$ cat config.mk
export PLATFORM = sky130hd
export DESIGN_NAME = adc_scan_ctrl
export DESIGN_NICKNAME = d
export VERILOG_FILES = /design/src/rtl/adc_scan_pkg.sv /design/src/rtl/adc_seq_table.sv /design/src/rtl/adc_result_ram.sv /design/src/rtl/adc_scan_fsm.sv /design/src/rtl/adc_scan_ctrl.sv
export SDC_FILE = /design/constraint.sdc
export NUM_CORES = 1
export LEC_CHECK = 0
export ABC_AREA = 1
export BUFFER_PORTS_ARGS = -buffer_cell sky130_fd_sc_hd__buf_2
export CORE_MARGIN = 2
export CORE_UTILIZATION = 55
export DETAILED_ROUTE_END_ITERATION = 10
export GPL_TIMING_DRIVEN = 0
export PLACE_DENSITY = 0.69
export REMOVE_ABC_BUFFERS = 1
export SLEW_MARGIN = 0
export SYNTH_ARGS = -nofsm -noshare
export SYNTH_HDL_FRONTEND = slang
export SYNTH_HIERARCHICAL = 1
export SYNTH_SLANG_ARGS = --single-unit
$ cat constraint.sdc
create_clock -name clk_i -period 3.6 [get_ports clk_i]
set_input_delay 0.72 -clock clk_i [delete_from_list [all_inputs] [get_ports clk_i]]
set_output_delay 0.72 -clock clk_i [all_outputs]
set_load 0.03 [all_outputs]
$ cat src/rtl/adc_scan_pkg.sv
package adc_scan_pkg;
  localparam int CH_W   = 4;
  localparam int OS_W   = 2;
  localparam int N_TRIG = 2;
  localparam int TSEL_W = $clog2(N_TRIG);

  typedef struct packed {
    logic [TSEL_W-1:0] trig_idx;
    logic              eol;
    logic              wait_trig;
    logic [OS_W-1:0]   os_exp;
    logic [CH_W-1:0]   ch;
  } seq_entry_t;

  localparam int ENTRY_W = $bits(seq_entry_t);

  typedef enum logic [1:0] {
    S_IDLE = 2'd0,
    S_ARM  = 2'd1,
    S_CONV = 2'd2,
    S_WAIT = 2'd3
  } scan_state_e;
endpackage

$ cat src/rtl/adc_seq_table.sv
module adc_seq_table
  import adc_scan_pkg::*;
#(
  parameter int N_ENT = 16
) (
  input  logic                     clk_i,
  input  logic                     rst_ni,
  input  logic                     we_i,
  input  logic [$clog2(N_ENT)-1:0] waddr_i,
  input  logic [ENTRY_W-1:0]       wdata_i,
  input  logic [$clog2(N_ENT)-1:0] ridx_i,
  output seq_entry_t               entry_o
);
  seq_entry_t tbl_q [N_ENT];

  always_ff @(posedge clk_i or negedge rst_ni) begin
    if (!rst_ni) begin
      for (int i = 0; i < N_ENT; i++) tbl_q[i] <= '0;
    end else if (we_i && (int'(waddr_i) < N_ENT)) begin
      tbl_q[waddr_i] <= seq_entry_t'(wdata_i);
    end
  end

  assign entry_o = tbl_q[ridx_i];
endmodule

$ cat src/rtl/adc_result_ram.sv
module adc_result_ram
  import adc_scan_pkg::*;
#(
  parameter int DATA_W = 12,
  parameter int N_RD   = 2
) (
  input  logic                       clk_i,
  input  logic                       rst_ni,
  input  logic                       wr_en_i,
  input  logic [CH_W-1:0]            wr_addr_i,
  input  logic [DATA_W-1:0]          wr_data_i,
  input  logic [N_RD-1:0][CH_W-1:0]  rd_addr_i,
  output logic [N_RD-1:0][DATA_W-1:0] rd_data_o
);
  localparam int N_SLOT = 1 << CH_W;

  logic [DATA_W-1:0] mem_q [N_SLOT];

  always_ff @(posedge clk_i or negedge rst_ni) begin
    if (!rst_ni) begin
      for (int i = 0; i < N_SLOT; i++) mem_q[i] <= '0;
    end else if (wr_en_i) begin
      mem_q[wr_addr_i] <= wr_data_i;
    end
  end

  for (genvar g = 0; g < N_RD; g++) begin : g_rd
    // registered read sees the pre-write contents on a same-slot collision
    always_ff @(posedge clk_i or negedge rst_ni) begin
      if (!rst_ni) rd_data_o[g] <= '0;
      else         rd_data_o[g] <= mem_q[rd_addr_i[g]];
    end

    a_r9_read_stable: assert property (@(posedge clk_i) disable iff (!rst_ni)
      (!wr_en_i ##1 $stable(rd_addr_i[g])) |=> $stable(rd_data_o[g]));
  end
endmodule

$ cat src/rtl/adc_scan_fsm.sv
module adc_scan_fsm
  import adc_scan_pkg::*;
#(
  parameter int N_ENT  = 16,
  parameter int DATA_W = 12
) (
  input  logic                     clk_i,
  input  logic                     rst_ni,
  input  logic                     start_i,
  input  logic                     single_i,
  input  logic                     stop_i,
  input  logic [N_TRIG-1:0]        trig_i,
  input  seq_entry_t               cur_i,
  output logic [$clog2(N_ENT)-1:0] idx_o,
  input  logic                     adc_done_i,
  input  logic [DATA_W-1:0]        adc_data_i,
  output logic                     conv_start_o,
  output logic                     busy_o,
  output logic                     done_o,
  output logic                     wr_en_o,
  output logic [CH_W-1:0]          wr_addr_o,
  output logic [DATA_W-1:0]        wr_data_o
);
  localparam int IDX_W = $clog2(N_ENT);
  localparam int CNT_W = (1 << OS_W) - 1;
  localparam int ACC_W = DATA_W + CNT_W;

  scan_state_e       state_q;
  logic [IDX_W-1:0]  idx_q;
  logic [CNT_W-1:0]  cnt_q;
  logic [ACC_W-1:0]  acc_q;
  logic              single_q;
  logic              done_q;
  logic [N_TRIG-1:0] trig_q;

  logic [CNT_W-1:0]  cnt_last;
  logic              last_sample;
  logic              last_entry;
  logic              trig_edge;
  logic              step_go;
  logic [ACC_W-1:0]  sum;

  assign cnt_last    = (CNT_W'(1) << cur_i.os_exp) - CNT_W'(1);
  assign last_sample = (cnt_q == cnt_last);
  assign last_entry  = cur_i.eol || (idx_q == IDX_W'(N_ENT - 1));
  assign trig_edge   = trig_i[cur_i.trig_idx] & ~trig_q[cur_i.trig_idx];
  assign step_go     = !cur_i.wait_trig || trig_edge;
  assign sum         = acc_q + ACC_W'(adc_data_i);

  assign wr_en_o      = (state_q == S_WAIT) && adc_done_i && last_sample && !stop_i;
  assign wr_addr_o    = cur_i.ch;
  assign wr_data_o    = DATA_W'(sum >> cur_i.os_exp);
  assign conv_start_o = (state_q == S_CONV);
  assign busy_o       = (state_q != S_IDLE);
  assign done_o       = done_q;
  assign idx_o        = idx_q;

  always_ff @(posedge clk_i or negedge rst_ni) begin
    if (!rst_ni) begin
      state_q  <= S_IDLE;
      idx_q    <= '0;
      cnt_q    <= '0;
      acc_q    <= '0;
      single_q <= 1'b0;
      done_q   <= 1'b0;
      trig_q   <= '0;
    end else begin
      trig_q <= trig_i;
      if (stop_i) begin
        state_q <= S_IDLE;
        idx_q   <= '0;
        cnt_q   <= '0;
        acc_q   <= '0;
      end else begin
        unique case (state_q)
          S_IDLE: begin
            if (start_i) begin
              state_q  <= S_ARM;
              idx_q    <= '0;
              cnt_q    <= '0;
              acc_q    <= '0;
              single_q <= single_i;
              done_q   <= 1'b0;
            end
          end
          S_ARM:  if (step_go) state_q <= S_CONV;
          S_CONV: state_q <= S_WAIT;
          S_WAIT: begin
            if (adc_done_i) begin
              state_q <= S_ARM;
              if (last_sample) begin
                cnt_q <= '0;
                acc_q <= '0;
                if (last_entry) begin
                  idx_q <= '0;
                  if (single_q) begin
                    state_q <= S_IDLE;
                    done_q  <= 1'b1;
                  end
                end else begin
                  idx_q <= idx_q + IDX_W'(1);
                end
              end else begin
                acc_q <= sum;
                cnt_q <= cnt_q + CNT_W'(1);
              end
            end
          end
          default: state_q <= S_IDLE;
        endcase
      end
    end
  end

  a_r3_one_cycle_pulse: assert property (@(posedge clk_i) disable iff (!rst_ni)
    conv_start_o |=> !conv_start_o);

  a_r3_hold_until_done: assert property (@(posedge clk_i) disable iff (!rst_ni)
    (busy_o && !conv_start_o && state_q != S_ARM && !adc_done_i) |=> !conv_start_o);

  a_r5_gate_on_edge: assert property (@(posedge clk_i) disable iff (!rst_ni)
    (state_q == S_ARM && cur_i.wait_trig && !(trig_i[cur_i.trig_idx] && !trig_q[cur_i.trig_idx]))
      |=> !conv_start_o);

  a_r8_stop_to_idle: assert property (@(posedge clk_i) disable iff (!rst_ni)
    stop_i |=> (!busy_o && !wr_en_o && $stable(done_o)));

  a_r7_done_only_idle: assert property (@(posedge clk_i) disable iff (!rst_ni)
    done_o |-> !busy_o);

  a_r11_no_restart: assert property (@(posedge clk_i) disable iff (!rst_ni)
    (busy_o && start_i && !stop_i && !done_o) |=> !$rose(done_o) || !busy_o);
endmodule

$ cat src/rtl/adc_scan_ctrl.sv
module adc_scan_ctrl
  import adc_scan_pkg::*;
#(
  parameter int N_ENT  = 16,
  parameter int DATA_W = 12,
  parameter int N_RD   = 2
) (
  input  logic                        clk_i,
  input  logic                        rst_ni,
  input  logic                        tbl_we_i,
  input  logic [$clog2(N_ENT)-1:0]    tbl_addr_i,
  input  logic [ENTRY_W-1:0]          tbl_wdata_i,
  input  logic                        start_i,
  input  logic                        single_i,
  input  logic                        stop_i,
  input  logic [N_TRIG-1:0]           trig_i,
  output logic [CH_W-1:0]             mux_sel_o,
  output logic                        conv_start_o,
  input  logic                        adc_done_i,
  input  logic [DATA_W-1:0]           adc_data_i,
  input  logic [N_RD-1:0][CH_W-1:0]   rd_addr_i,
  output logic [N_RD-1:0][DATA_W-1:0] rd_data_o,
  output logic                        busy_o,
  output logic                        done_o
);
  localparam int IDX_W = $clog2(N_ENT);

  seq_entry_t        cur;
  logic [IDX_W-1:0]  idx;
  logic              wr_en;
  logic [CH_W-1:0]   wr_addr;
  logic [DATA_W-1:0] wr_data;

  adc_seq_table #(.N_ENT(N_ENT)) u_table (
    .clk_i   (clk_i),
    .rst_ni  (rst_ni),
    .we_i    (tbl_we_i),
    .waddr_i (tbl_addr_i),
    .wdata_i (tbl_wdata_i),
    .ridx_i  (idx),
    .entry_o (cur)
  );

  adc_scan_fsm #(.N_ENT(N_ENT), .DATA_W(DATA_W)) u_fsm (
    .clk_i        (clk_i),
    .rst_ni       (rst_ni),
    .start_i      (start_i),
    .single_i     (single_i),
    .stop_i       (stop_i),
    .trig_i       (trig_i),
    .cur_i        (cur),
    .idx_o        (idx),
    .adc_done_i   (adc_done_i),
    .adc_data_i   (adc_data_i),
    .conv_start_o (conv_start_o),
    .busy_o       (busy_o),
    .done_o       (done_o),
    .wr_en_o      (wr_en),
    .wr_addr_o    (wr_addr),
    .wr_data_o    (wr_data)
  );

  adc_result_ram #(.DATA_W(DATA_W), .N_RD(N_RD)) u_ram (
    .clk_i     (clk_i),
    .rst_ni    (rst_ni),
    .wr_en_i   (wr_en),
    .wr_addr_i (wr_addr),
    .wr_data_i (wr_data),
    .rd_addr_i (rd_addr_i),
    .rd_data_o (rd_data_o)
  );

  assign mux_sel_o = cur.ch;
endmodule

==> impl_metrics.csv <==
group,metric,value,unit
sta,clock.fmax,281.3,MHz
synthesis,ys_seq_area_share,45.52,%
critical_path,endpoint_kind,"register",
power,power.total,12.24,mW
critical_path,critPathMaxFanout,24,
cts,clock_path_buffers,3,
detailed_routing,wl,65020,um
die,die_x,200.9,um
critical_path,cp.required,4.05,ns
sta,finClkSkew,0.01547,ns
synthesis,async_flop_share,100.0,%
placed_design,post-place-ws,-2.946,ns
die,core,38470,um^2
detailed_routing,vias,20040,
die,die_h,200.9,um
sta,finalSetupViolCount,0,
power,power_density,512.6,nW/um^2
critical_path,setup.worst_path.class,"register to register",
placed_design,place_inst,3460,
global_route,overflow,0,
synthesis,yosysMostFrequentCell,"nand2_1",
sta,tns,0,ns
synthesis,synthFlopType,"dfrtp_1",
synthesis,synth_area_leaders,"dfrtp_1 (46%), nand2_1 (18%), nand3_1 (12%)",
placed_design,placed_cell_area,21920,um^2
die,boundaryPins,73,
layout,stdcell_count,3563,
global_route,grt_usage,32.43,%
global_route,grt_pass1_wl,103300,um
critical_path,critPathLaunchType,"register",
die,num_rows,72,
layout,fin_area,23890,um^2
placed_design,place.gp.congestion,0.8581,
layout,drive_gt1_share,8.046,%
sta,fin_ws,0.04460,ns
cts,clk_latency,0.57,ns
power,vdd_drop_max,0.0003296,V
synthesis,synth_seq_cells,388,
hold_path,hold_path_class,"input port to asynchronous set/reset pin",
cts,tritoncts,"done",
sta,fin_crit_sh,98.76,%
sta,finalMaxSlewViolations,0,
detailed_routing,wl_per_cell,18.25,um
detailed_routing,postRouteAntennaNets,0,
layout,num_antenna_cells,0,
synthesis,avgSynthCellArea,7.020,um^2
critical_path,arrival,4.01,ns
synthesis,yosysTopAreaCell,"dfrtp_1",
cts,hold_buffers,0,
synthesis,synth.distinct_cells,40,
detailed_routing,drc,0,
global_route,grt_max_degree,117,
sta,tightest_slew,1.387,ns
placed_design,dp_hpwl,37000,um
sta,relSlewSlack,7.462,%
synthesis,synth_warnings,6,
cts,root_buffer,"clkbuf_16",
placed_design,port_buffers,72,
cts,clkSlewWorstSetupHoldPaths,0.06,ns
run_status,status,"completed",
flow_run,drv_cap,0,
synthesis,synth-edff-count,0,
sta,rsz0062_at_grt,"true",
synthesis,synth_commonest_cells,"nand2_1 (1051), nand3_1 (515), inv_1 (417), dfrtp_1 (388), o21ai_0 (342)",
cts,cts_buffers,45,
sta,hold_viol,0,
sta,period_needed,3.555,ns
cts,htreeDepth,2,
die,start_util,55.44,%
detailed_routing,first_pass_iters,9,
die,dieArea,40370,um^2
synthesis,netlist_instances,3038,
synthesis,syn_area,21330,um^2
cts,cts.sink_count,388,
global_route,antenna_found_initial,0,
synthesis,synth_top_area_share,45.52,%
power,power_leakage,11.99,nW
layout,final_net_count,3076,
detailed_routing,viasPerCell,5.623,
detailed_routing,dr.first_iter.drc_count,2176,
layout,syn_to_final_growth,11.99,%
global_route,grt_pass1_vias,19180,
stage by stage:
step	utilization (%)	hold WS, ns
final	62.09	0.2478
after global routing	62.09	0.2625
after detailed placement	56.98	0.4652
after global placement	56.02	0.4586
after CTS	61.83	0.2467
after floorplan	-	0.4244
power by group:
| part | internal (mW) | switching, mW | total (mW) |
|---|---|---|---|
| Clock | 2.72 | 1.81 | 4.53 |
| Sequential | 4.88 | 0.217 | 5.10 |
| Combinational | 0.741 | 1.88 | 2.62 |
| Total | 8.34 | 3.90 | 12.2 |
metal layers:
layer	vias up	global-route usage [%]	routed length (um)
met5	-	0	0
met4	0	16.22	2891
met3	207	4.513	5958
met2	980	50.44	29060
met1	9374	44.74	27110
li1	9475	-	-
critical path, cell delays in order, from the launching register on:
cell and delay [ns]:
dfrtp_4 0.55, buf_4 0.18, buf_8 0.17, buf_16 0.18, or2_2 0.30, nand3_1 0.07
nand3_1 0.08, nand3_1 0.11, nand2_1 0.16, nor2_1 0.53, nand3_2 0.67, o21ai_0 0.43
cells in the final DEF (no fill, tap or decap), drive strengths merged:
cell type,synthesis,final
nand2,1054,1054
nand3,522,522
inv,423,424
dfrtp,388,388
o21ai,357,357
buf,73,111
clkbuf,109,64
nor2,41,41
ha,19,19
clkinv,4,14
a21oi,8,8
xor2,7,7
or2,6,6
xnor2,5,5
nand4,5,5
nor3,5,5
bufinv,0,3
and2,3,3
o22ai,2,2
nand3b,2,2
mux2,1,1
nor3b,1,1
o211ai,1,1
o21bai,1,1
fa,1,1
cell families (layout without fill, tap and decap cells):
kind of cell | after synthesis | count (layout) | synth area share (%)
buffers and inverters | 609 | 616 | 11.20
XOR/XNOR | 12 | 12 | 0.4928
adder cells (fa/ha/maj) | 20 | 20 | 1.209
AND/OR/NAND/NOR | 1639 | 1639 | 32.81
AO/OA/AOI/OAI | 369 | 369 | 8.712
multiplexers | 1 | 1 | 0.05279
flip-flops | 388 | 388 | 45.52
sequential cells by signal (all words and copies together), names as in the netlist:
| register | cells |
|---|---|
| u_fsm/acc_q | 15 |
| u_fsm/cnt_q | 3 |
| u_fsm/done_o | 1 |
| u_fsm/idx_o | 4 |
| u_fsm/single_q | 1 |
| u_fsm/state_q | 2 |
| u_fsm/trig_q | 2 |
| u_ram/mem_q | 192 |
| u_ram/rd_data_o | 24 |
| u_table/tbl_q | 144 |
repair_timing:
item	4_1_cts	5_1_grt
pin swaps	7	2
cloned	0	0
setup endpoints to repair	221	153
hold endpoints to repair	0	0
gates resized for setup	50	2
setup buffers	18	8
final cells by class:
| cell class | instances | area, um^2 |
|---|---|---|
| Clock buffer | 64 | 1300 |
| Tap cell | 518 | 648.1 |
| Timing Repair Buffer | 111 | 1002 |
| Clock inverter | 14 | 156.4 |
| Inverter | 427 | 1639 |
| Sequential cell | 388 | 9722 |
| Fill cell | 3487 | 14580 |
| Multi-Input combinational cell | 2041 | 9418 |
final timing paths:
kind	startpoint	to	slack, ns	depth (start not counted)
worst max-delay path	u_fsm/idx_o[0]	u_ram/mem_q[137]	0.04	11
worst min-delay path	rst_ni	u_fsm/trig_q[1]	0.25	1
worst min register to register	u_table/tbl_q[101]	u_table/tbl_q[101]	0.48	2
min in group clk_i	trig_i[0]	u_fsm/trig_q[0]	0.28	1
worst max register to register	u_fsm/idx_o[0]	u_ram/mem_q[137]	0.04	11
max in group asynchronous	rst_ni	u_table/tbl_q[125]	1.95	3
No activity file was read; power rests on OpenSTA's default activity.
